[config.mk]
export PLATFORM = sky130hd
export DESIGN_NAME = sine_step_seq
export DESIGN_NICKNAME = d
export VERILOG_FILES = /design/src/rtl/sinseq_pkg.sv /design/src/rtl/sinseq_divider.sv /design/src/rtl/sinseq_walker.sv /design/src/rtl/sine_step_seq.sv
export SDC_FILE = /design/constraint.sdc
export NUM_CORES = 1
export LEC_CHECK = 0
export CAP_MARGIN = 20
export CORE_ASPECT_RATIO = 1.5
export CORE_UTILIZATION = 40
export DETAILED_ROUTE_END_ITERATION = 10
export DONT_BUFFER_PORTS = 1
export SLEW_MARGIN = 30
export SYNTH_ARGS = -nofsm -noshare
export SYNTH_HDL_FRONTEND = slang
export SYNTH_SLANG_ARGS = --single-unit
export TNS_END_PERCENT = 20
[constraint.sdc]
create_clock -name clk -period 2.7 [get_ports clk]
set_clock_uncertainty 0.15 [all_clocks]
set_input_delay 0.27 -clock clk [delete_from_list [all_inputs] [get_ports clk]]
set_output_delay 0.27 -clock clk [all_outputs]
set_load 0.01 [all_outputs]
[src/rtl/sinseq_pkg.sv]
package sinseq_pkg;

  typedef enum logic [1:0] {
    SEL_LOW  = 2'b00,
    SEL_MID  = 2'b01,
    SEL_HIGH = 2'b10,
    SEL_OFF  = 2'b11
  } fsel_e;

  // Ticks per step, rounded to nearest: tick_hz / (steps * hz)
  function automatic int reload_for(input int tick_hz, input int steps, input int hz);
    return (tick_hz + (steps * hz) / 2) / (steps * hz);
  endfunction

endpackage

[src/rtl/sinseq_divider.sv]
module sinseq_divider #(
  parameter int CW = 7,
  parameter int N0 = 102,
  parameter int N1 = 82,
  parameter int N2 = 41
) (
  input  logic       clk,
  input  logic       rst,
  input  logic       tick,
  input  logic [1:0] sel,
  output logic       step,
  output logic       step_q
);
  import sinseq_pkg::*;

  logic [CW-1:0] cnt;
  logic [CW-1:0] reload;
  logic          running;

  always_comb begin
    case (fsel_e'(sel))
      SEL_MID:  reload = CW'(N1);
      SEL_HIGH: reload = CW'(N2);
      default:  reload = CW'(N0);
    endcase
  end

  assign running = (fsel_e'(sel) != SEL_OFF);
  assign step    = running && tick && (cnt == '0);

  always_ff @(posedge clk) begin
    if (rst) begin
      cnt    <= reload - 1'b1;
      step_q <= 1'b0;
    end else begin
      step_q <= step;
      if (running && tick) begin
        if (cnt == '0) cnt <= reload - 1'b1;
        else           cnt <= cnt - 1'b1;
      end
    end
  end

  // idle cycles do not move the count
  a_r8_idle_holds_count: assert property (@(posedge clk) disable iff (rst)
    !tick |=> $stable(cnt));

  // off code freezes the count
  a_r6_off_holds_count: assert property (@(posedge clk) disable iff (rst)
    (fsel_e'(sel) == SEL_OFF) |=> $stable(cnt));

endmodule

[src/rtl/sinseq_walker.sv]
module sinseq_walker #(
  parameter int LEVELS = 9,
  parameter int LW     = 4
) (
  input  logic          clk,
  input  logic          rst,
  input  logic          step,
  output logic [LW-1:0] level,
  output logic          pos_half
);
  localparam int TOPV = LEVELS - 1;
  localparam int MID  = (LEVELS - 1) / 2;

  logic          rising;
  logic [LW-1:0] nxt_idx;
  logic          nxt_rise;

  always_comb begin
    nxt_idx  = level;
    nxt_rise = rising;
    if (rising) begin
      if (level == LW'(TOPV)) begin
        nxt_idx  = level - 1'b1;
        nxt_rise = 1'b0;
      end else begin
        nxt_idx  = level + 1'b1;
      end
    end else begin
      if (level == '0) begin
        nxt_idx  = level + 1'b1;
        nxt_rise = 1'b1;
      end else begin
        nxt_idx  = level - 1'b1;
      end
    end
  end

  always_ff @(posedge clk) begin
    if (rst) begin
      level    <= LW'(MID);
      rising   <= 1'b1;
      pos_half <= 1'b0;
    end else if (step) begin
      level    <= nxt_idx;
      rising   <= nxt_rise;
      pos_half <= (nxt_idx > LW'(MID));
    end
  end

  // polarity flag agrees with the index after every step
  a_r4_polarity: assert property (@(posedge clk) disable iff (rst)
    step |=> (pos_half == (level > LW'(MID))));

  // index stays inside the table
  a_r3_in_range: assert property (@(posedge clk) disable iff (rst)
    step |=> (level <= LW'(TOPV)));

endmodule

[src/rtl/sine_step_seq.sv]
module sine_step_seq #(
  parameter int TICK_HZ = 32768,
  parameter int LEVELS  = 9,
  parameter int HZ_LOW  = 20,
  parameter int HZ_MID  = 25,
  parameter int HZ_HIGH = 50,
  localparam int LW     = $clog2(LEVELS)
) (
  input  logic          clk,
  input  logic          rst,
  input  logic          tick,
  input  logic [1:0]    sel,
  output logic [LW-1:0] level,
  output logic          pos_half,
  output logic          step_stb,
  output logic          drive_en
);
  import sinseq_pkg::*;

  localparam int STEPS = 2 * (LEVELS - 1);
  localparam int N0    = reload_for(TICK_HZ, STEPS, HZ_LOW);
  localparam int N1    = reload_for(TICK_HZ, STEPS, HZ_MID);
  localparam int N2    = reload_for(TICK_HZ, STEPS, HZ_HIGH);
  localparam int NMAX  = (N0 > N1) ? ((N0 > N2) ? N0 : N2) : ((N1 > N2) ? N1 : N2);
  localparam int CW    = $clog2(NMAX + 1);

  logic step;

  sinseq_divider #(.CW(CW), .N0(N0), .N1(N1), .N2(N2)) u_div (
    .clk    (clk),
    .rst    (rst),
    .tick   (tick),
    .sel    (sel),
    .step   (step),
    .step_q (step_stb)
  );

  sinseq_walker #(.LEVELS(LEVELS), .LW(LW)) u_walk (
    .clk      (clk),
    .rst      (rst),
    .step     (step),
    .level    (level),
    .pos_half (pos_half)
  );

  always_ff @(posedge clk) begin
    if (rst) drive_en <= 1'b0;
    else     drive_en <= (fsel_e'(sel) != SEL_OFF);
  end

  // the index only moves together with the strobe
  a_r5_change_needs_strobe: assert property (@(posedge clk) disable iff (rst)
    (!$past(rst) && !$stable(level)) |-> step_stb);

  // each step moves the index by one place
  a_r3_unit_step: assert property (@(posedge clk) disable iff (rst)
    step_stb |-> ((level == $past(level) + 1'b1) || ($past(level) == level + 1'b1)));

  // off code gives no step and holds the index
  a_r6_off_freezes: assert property (@(posedge clk) disable iff (rst)
    (!$past(rst) && $past(sel) == 2'b11) |-> (!step_stb && $stable(level) && !drive_en));

endmodule

Word level (Yosys, flattened, before mapping)
Cells that the tools add are included.

storage, ports and cells
  flip-flop bits (word level) = 15
  output and inout bits = 7
  bits of input ports = 5
  logic and storage cells = 30

operators by class
  reduce and logical (&&, ||, !) cells = 5
  $add $sub $neg = 4
  $lt $le $gt $ge = 1
  equal/unequal tests = 4
  mux-type cells = 10

operators with widths
  cell                                                                  number
  7-bit 2-to-1 mux                                                      3
  7-bit case mux with 2 select lines                                    1
  7-bit by 1-bit subtractor with 7-bit output, second input constant    2
  4-bit 2-to-1 mux                                                      3
  7-bit zero test                                                       1
  4-bit by 1-bit adder with 4-bit output, second input constant         1
  4-bit == test, second input constant                                  1
  4-bit by 3-bit > comparator with 1-bit output, second input constant  1
  4-bit zero test                                                       1
  4-bit by 1-bit subtractor with 4-bit output, second input constant    1
  1-bit 2-to-1 mux                                                      3
  2-bit by 1-bit == test with 1-bit output, second input constant       1
  2-bit == test, second input constant                                  1
  1-bit logical AND                                                     2
  2-bit inequality test, second input constant                          1
  2-bit nonzero test                                                    1

Logic depth before layout (Yosys ltp)
  depth in word-level cells = 6
  gate-level depth with buffers = 8

Modules after synthesis
Synthesis repeated with hierarchy kept, for this count alone.

unflattened totals
  cells, all modules = 100
  area total of the unflattened synthesis = 1021.0 um^2

by module, submodules not included
  module          instances  cells an instance  area an instance (um^2)
  sinseq_divider  1          47                 556.8
  sinseq_walker   1          51                 435.4
  sine_step_seq   1          2                  28.8

Worst setup path after synthesis
Ideal clock, no wire load.

  kind = register to register
  start = register u_walk.level[0]
  end = register u_walk.pos_half
  cell stages (with the launch flop) = 8
  path buffers = 0
  setup slack = 0.827 ns
  clock period less this slack = 1.873 ns
  setup time = 0.088 ns
  arrival = 1.635 ns
  cell sequence = dfxtp_1 inv_1 ha_1 nand2b_4 mux2i_1 xnor2_1 o21bai_2 a311oi_2

between the ends
  cells in the longest elaborated chain, start to end = 4

RTL lines
  what                                                                 RTL line                                  RTL
  start, declared                                                      sinseq_walker.sv:8                        output logic [LW-1:0] level,
  start signal, assigned                                               sinseq_walker.sv:40                       level <= LW'(MID);
  start signal, assigned                                               sinseq_walker.sv:44                       level <= nxt_idx;
  4-bit by 1-bit subtractor with 4-bit output (tied with other cells)  sinseq_walker.sv:23, sinseq_walker.sv:33
  4-bit 2-to-1 mux, on equally long branches                           sinseq_walker.sv:29, sinseq_walker.sv:22
  4-bit 2-to-1 mux (*)                                                 sinseq_walker.sv:21                       if (rising) begin
  4-bit by 3-bit > comparator with 1-bit output (*)                    sinseq_walker.sv:46                       pos_half <= (nxt_idx > LW'(MID));
  end signal, assigned                                                 sinseq_walker.sv:46
  end, declared                                                        sinseq_walker.sv:9                        output logic pos_half

Every way passes the cells marked *; elsewhere a longest branch is shown, timed or not.
A chain may end at the register's enable or synchronous reset.

Final worst setup path
Ends and elaborated chain as after synthesis.

==> results.sh <==
export IMPL_wire_per_inst_um=14.0
export IMPL_hold_path_class="in -> reg"
export IMPL_wirelength_mm=1.71
export IMPL_antenna_found_initial=0
export IMPL_synth_edf_count=7
export IMPL_die_w_um=42.6
export IMPL_finalNetCount=114
export IMPL_final_cell_mix="nor2_1 (13), ha_1 (9), inv_1 (8), dfxtp_1 (8), edfxtp_1 (7)"
export IMPL_drc=0
export IMPL_io_buffers=0
export IMPL_yosysSeqAreaShare=0.374
export IMPL_grt_pass1_wl_mm=3.02
export IMPL_p_leak_nw=0.412
export IMPL_core_area_um2=2290
export IMPL_synth_area_per_cell_um2=10.1
export IMPL_postCtsSetupRepairBufs=0
export IMPL_fillers=228
export IMPL_endpoint_kind="register"
export IMPL_setup_slack_ns=0.601
export IMPL_post_route_cells_drive_above_1_share=0.152
export IMPL_grt_max_degree=11
export IMPL_numCtsBuffers=3
export IMPL_drtPass1Iterations=4
export IMPL_yosys_top_cells_area="edfxtp_1 (21%), dfxtp_1 (16%), ha_1 (11%)"
export IMPL_grtUsageMet3=0.0173
export IMPL_synthArstFlopShare=0
export IMPL_status="completed"
export IMPL_rsz0062_at_grt="no"
export IMPL_hold_violations=0
export IMPL_cts_tree="done"
export IMPL_htree_levels=1
export IMPL_routed_via_density=5.43
export IMPL_track_usage=0.147
export IMPL_syn_to_final_growth_pct=4.17
export IMPL_finalCritPeriodShare=0.777
export IMPL_cts_buffer_depth=2
export IMPL_arrival_ns=2.14
export IMPL_synthesis_instances=98
export IMPL_min_period_ns=2.10
export IMPL_grt_busiest_layer="met2"
export IMPL_gp_congestion=0.836
export IMPL_crit_path_start_kind="register"
export IMPL_use_met2=0.273
export IMPL_hold_path_depth=1
export IMPL_cp_max_fo=9
export IMPL_use_met1=0.151
export IMPL_num_io_pins=12
export IMPL_synth_top_area_cell="edfxtp_1"
export IMPL_worstSetupPathType="reg -> reg"
export IMPL_dp_slack_ns=0.618
export IMPL_reg2regPathDepth=7
export IMPL_max_freq_mhz=476
export IMPL_die_h_um=63.0
export IMPL_syn_area_um2=991
export IMPL_clk_pin_slew_worst_paths_ns=0.09
export IMPL_placementRows=21
export IMPL_cp_required_ns=2.74
export IMPL_dpl_hpwl_mm=1.31
export IMPL_drv_cap=0
export IMPL_slew_violations=0
export IMPL_overflow=0
export IMPL_dr_first_iter_drc_count=9
export IMPL_final_common_cell="nor2_1"
export IMPL_synthDistinctLibCells=38
export IMPL_synth_top_cell_area_share=0.212
export IMPL_syn_num_nets=112
export IMPL_start_util=0.433
export IMPL_setup_viol=0
export IMPL_worstMarginPinSlew_ns=0.407
export IMPL_cellPowerDensity_nw_per_um2=444
export IMPL_tns_ns=0
export IMPL_ys_flop_type="dfxtp_1"
export IMPL_grt_pass1_vias=696
export IMPL_cts_root_buf="clkbuf_4"
export IMPL_vias=663
export IMPL_die_area_um2=2680
export IMPL_yosys_warnings=0
export IMPL_clkSinkCount=15
export IMPL_antennaDiodeCount=0
export IMPL_insertion_delay_ns=0.28
export IMPL_ir_worst_vdd_uv=245
export IMPL_slew_headroom=0.728
export IMPL_ys_ff_latch=15
export IMPL_postRouteAntennaNets=0
[layer usage]
layer	up-vias	share of wire
li1	338	-
met1	307	0.38
met2	11	0.56
met3	7	0.025
met4	0	0.030
met5	-	0
[what timing repair did]
item,4_1_cts,5_1_grt
hold endpoints to repair,8,0
hold buffers,1,0
gates resized for setup,0,0
[kinds of logic (layout without fill, tap and decap cells)]
family | Yosys count | after routing | synth area share
and+or+nand+nor | 33 | 33 | 0.215
buffers and inverters | 13 | 14 | 0.0581
muxes | 5 | 5 | 0.0505
xor gates and xnor gates | 8 | 8 | 0.0707
AOI/OAI and AO/OA | 15 | 15 | 0.119
DFF | 15 | 15 | 0.374
adders and majority gates | 9 | 9 | 0.114
[cells in the mapped netlist, drive strengths merged (2+ instances only)]
master / instances
inv: 9
or3: 2
buf: 4
xor2: 4
dfxtp: 8
nor3: 3
nand3: 3
nor4b: 2
a21oi: 4
mux2i: 5
and2: 2
nand2: 2
a211oi: 2
edfxtp: 7
ha: 9
nor2: 16
xnor2: 4
[report_power, final]
group          internal, mW  switching (mW)
Combinational        0.0277          0.0302
Clock                0.0573          0.0691
Sequential            0.257          0.0170
[sequential cells by signal (all words and copies together) (netlist names), named ones only]
register and count:
u_div.cnt 6, u_walk.level 4, drive_en 1, u_div.step_q 1
u_walk.pos_half 1, u_walk.rising 1
[worst paths after layout]
kind | startpoint | to | slack (ns)
worst max-delay path | u_walk.level[0] | u_walk.pos_half | 0.60
worst min-delay path | rst | register | 0.04
worst min register to register | u_walk.pos_half | u_walk.pos_half | 0.43
worst max register to register | u_walk.level[0] | u_walk.pos_half | 0.60
[area by class of cell]
cell class	count	area (µm²)	share of cell area
timing repair buffer	1	10.0	0.00970
sequential	15	370	0.359
inverter	9	33.8	0.0327
tap	23	28.8	0.0279
multi-input combinational	70	563	0.545
clock buffer	4	26.3	0.0255
[metrics by stage]
| step | std cells | util | hold slack, ns | power, mW | cell area (µm²) |
|---|---|---|---|---|---|
| 2_1_floorplan | 98 | - | 0.382 | 0.324 | 991 |
| 3_3_place_gp | 117 | 0.436 | 0.187 | 0.333 | 996 |
| 3_5_place_dp | 117 | 0.436 | 0.188 | 0.335 | 996 |
| 4_1_cts | 122 | 0.452 | 0.0312 | 0.466 | 1030 |
| 5_1_grt | 122 | 0.452 | 0.0277 | 0.485 | 1030 |
| 6_report | 122 | 0.452 | 0.0413 | 0.458 | 1030 |
[worst max-delay path, cell delays in order, from the launching register on]
cell and delay [ns]:
dfxtp_1 0.56, inv_1 0.13, ha_1 0.31, nand2b_4 0.11
mux2i_1 0.21, xnor2_1 0.19, o21bai_2 0.09, a311oi_2 0.25
No activity file was read; power rests on OpenSTA's default activity.
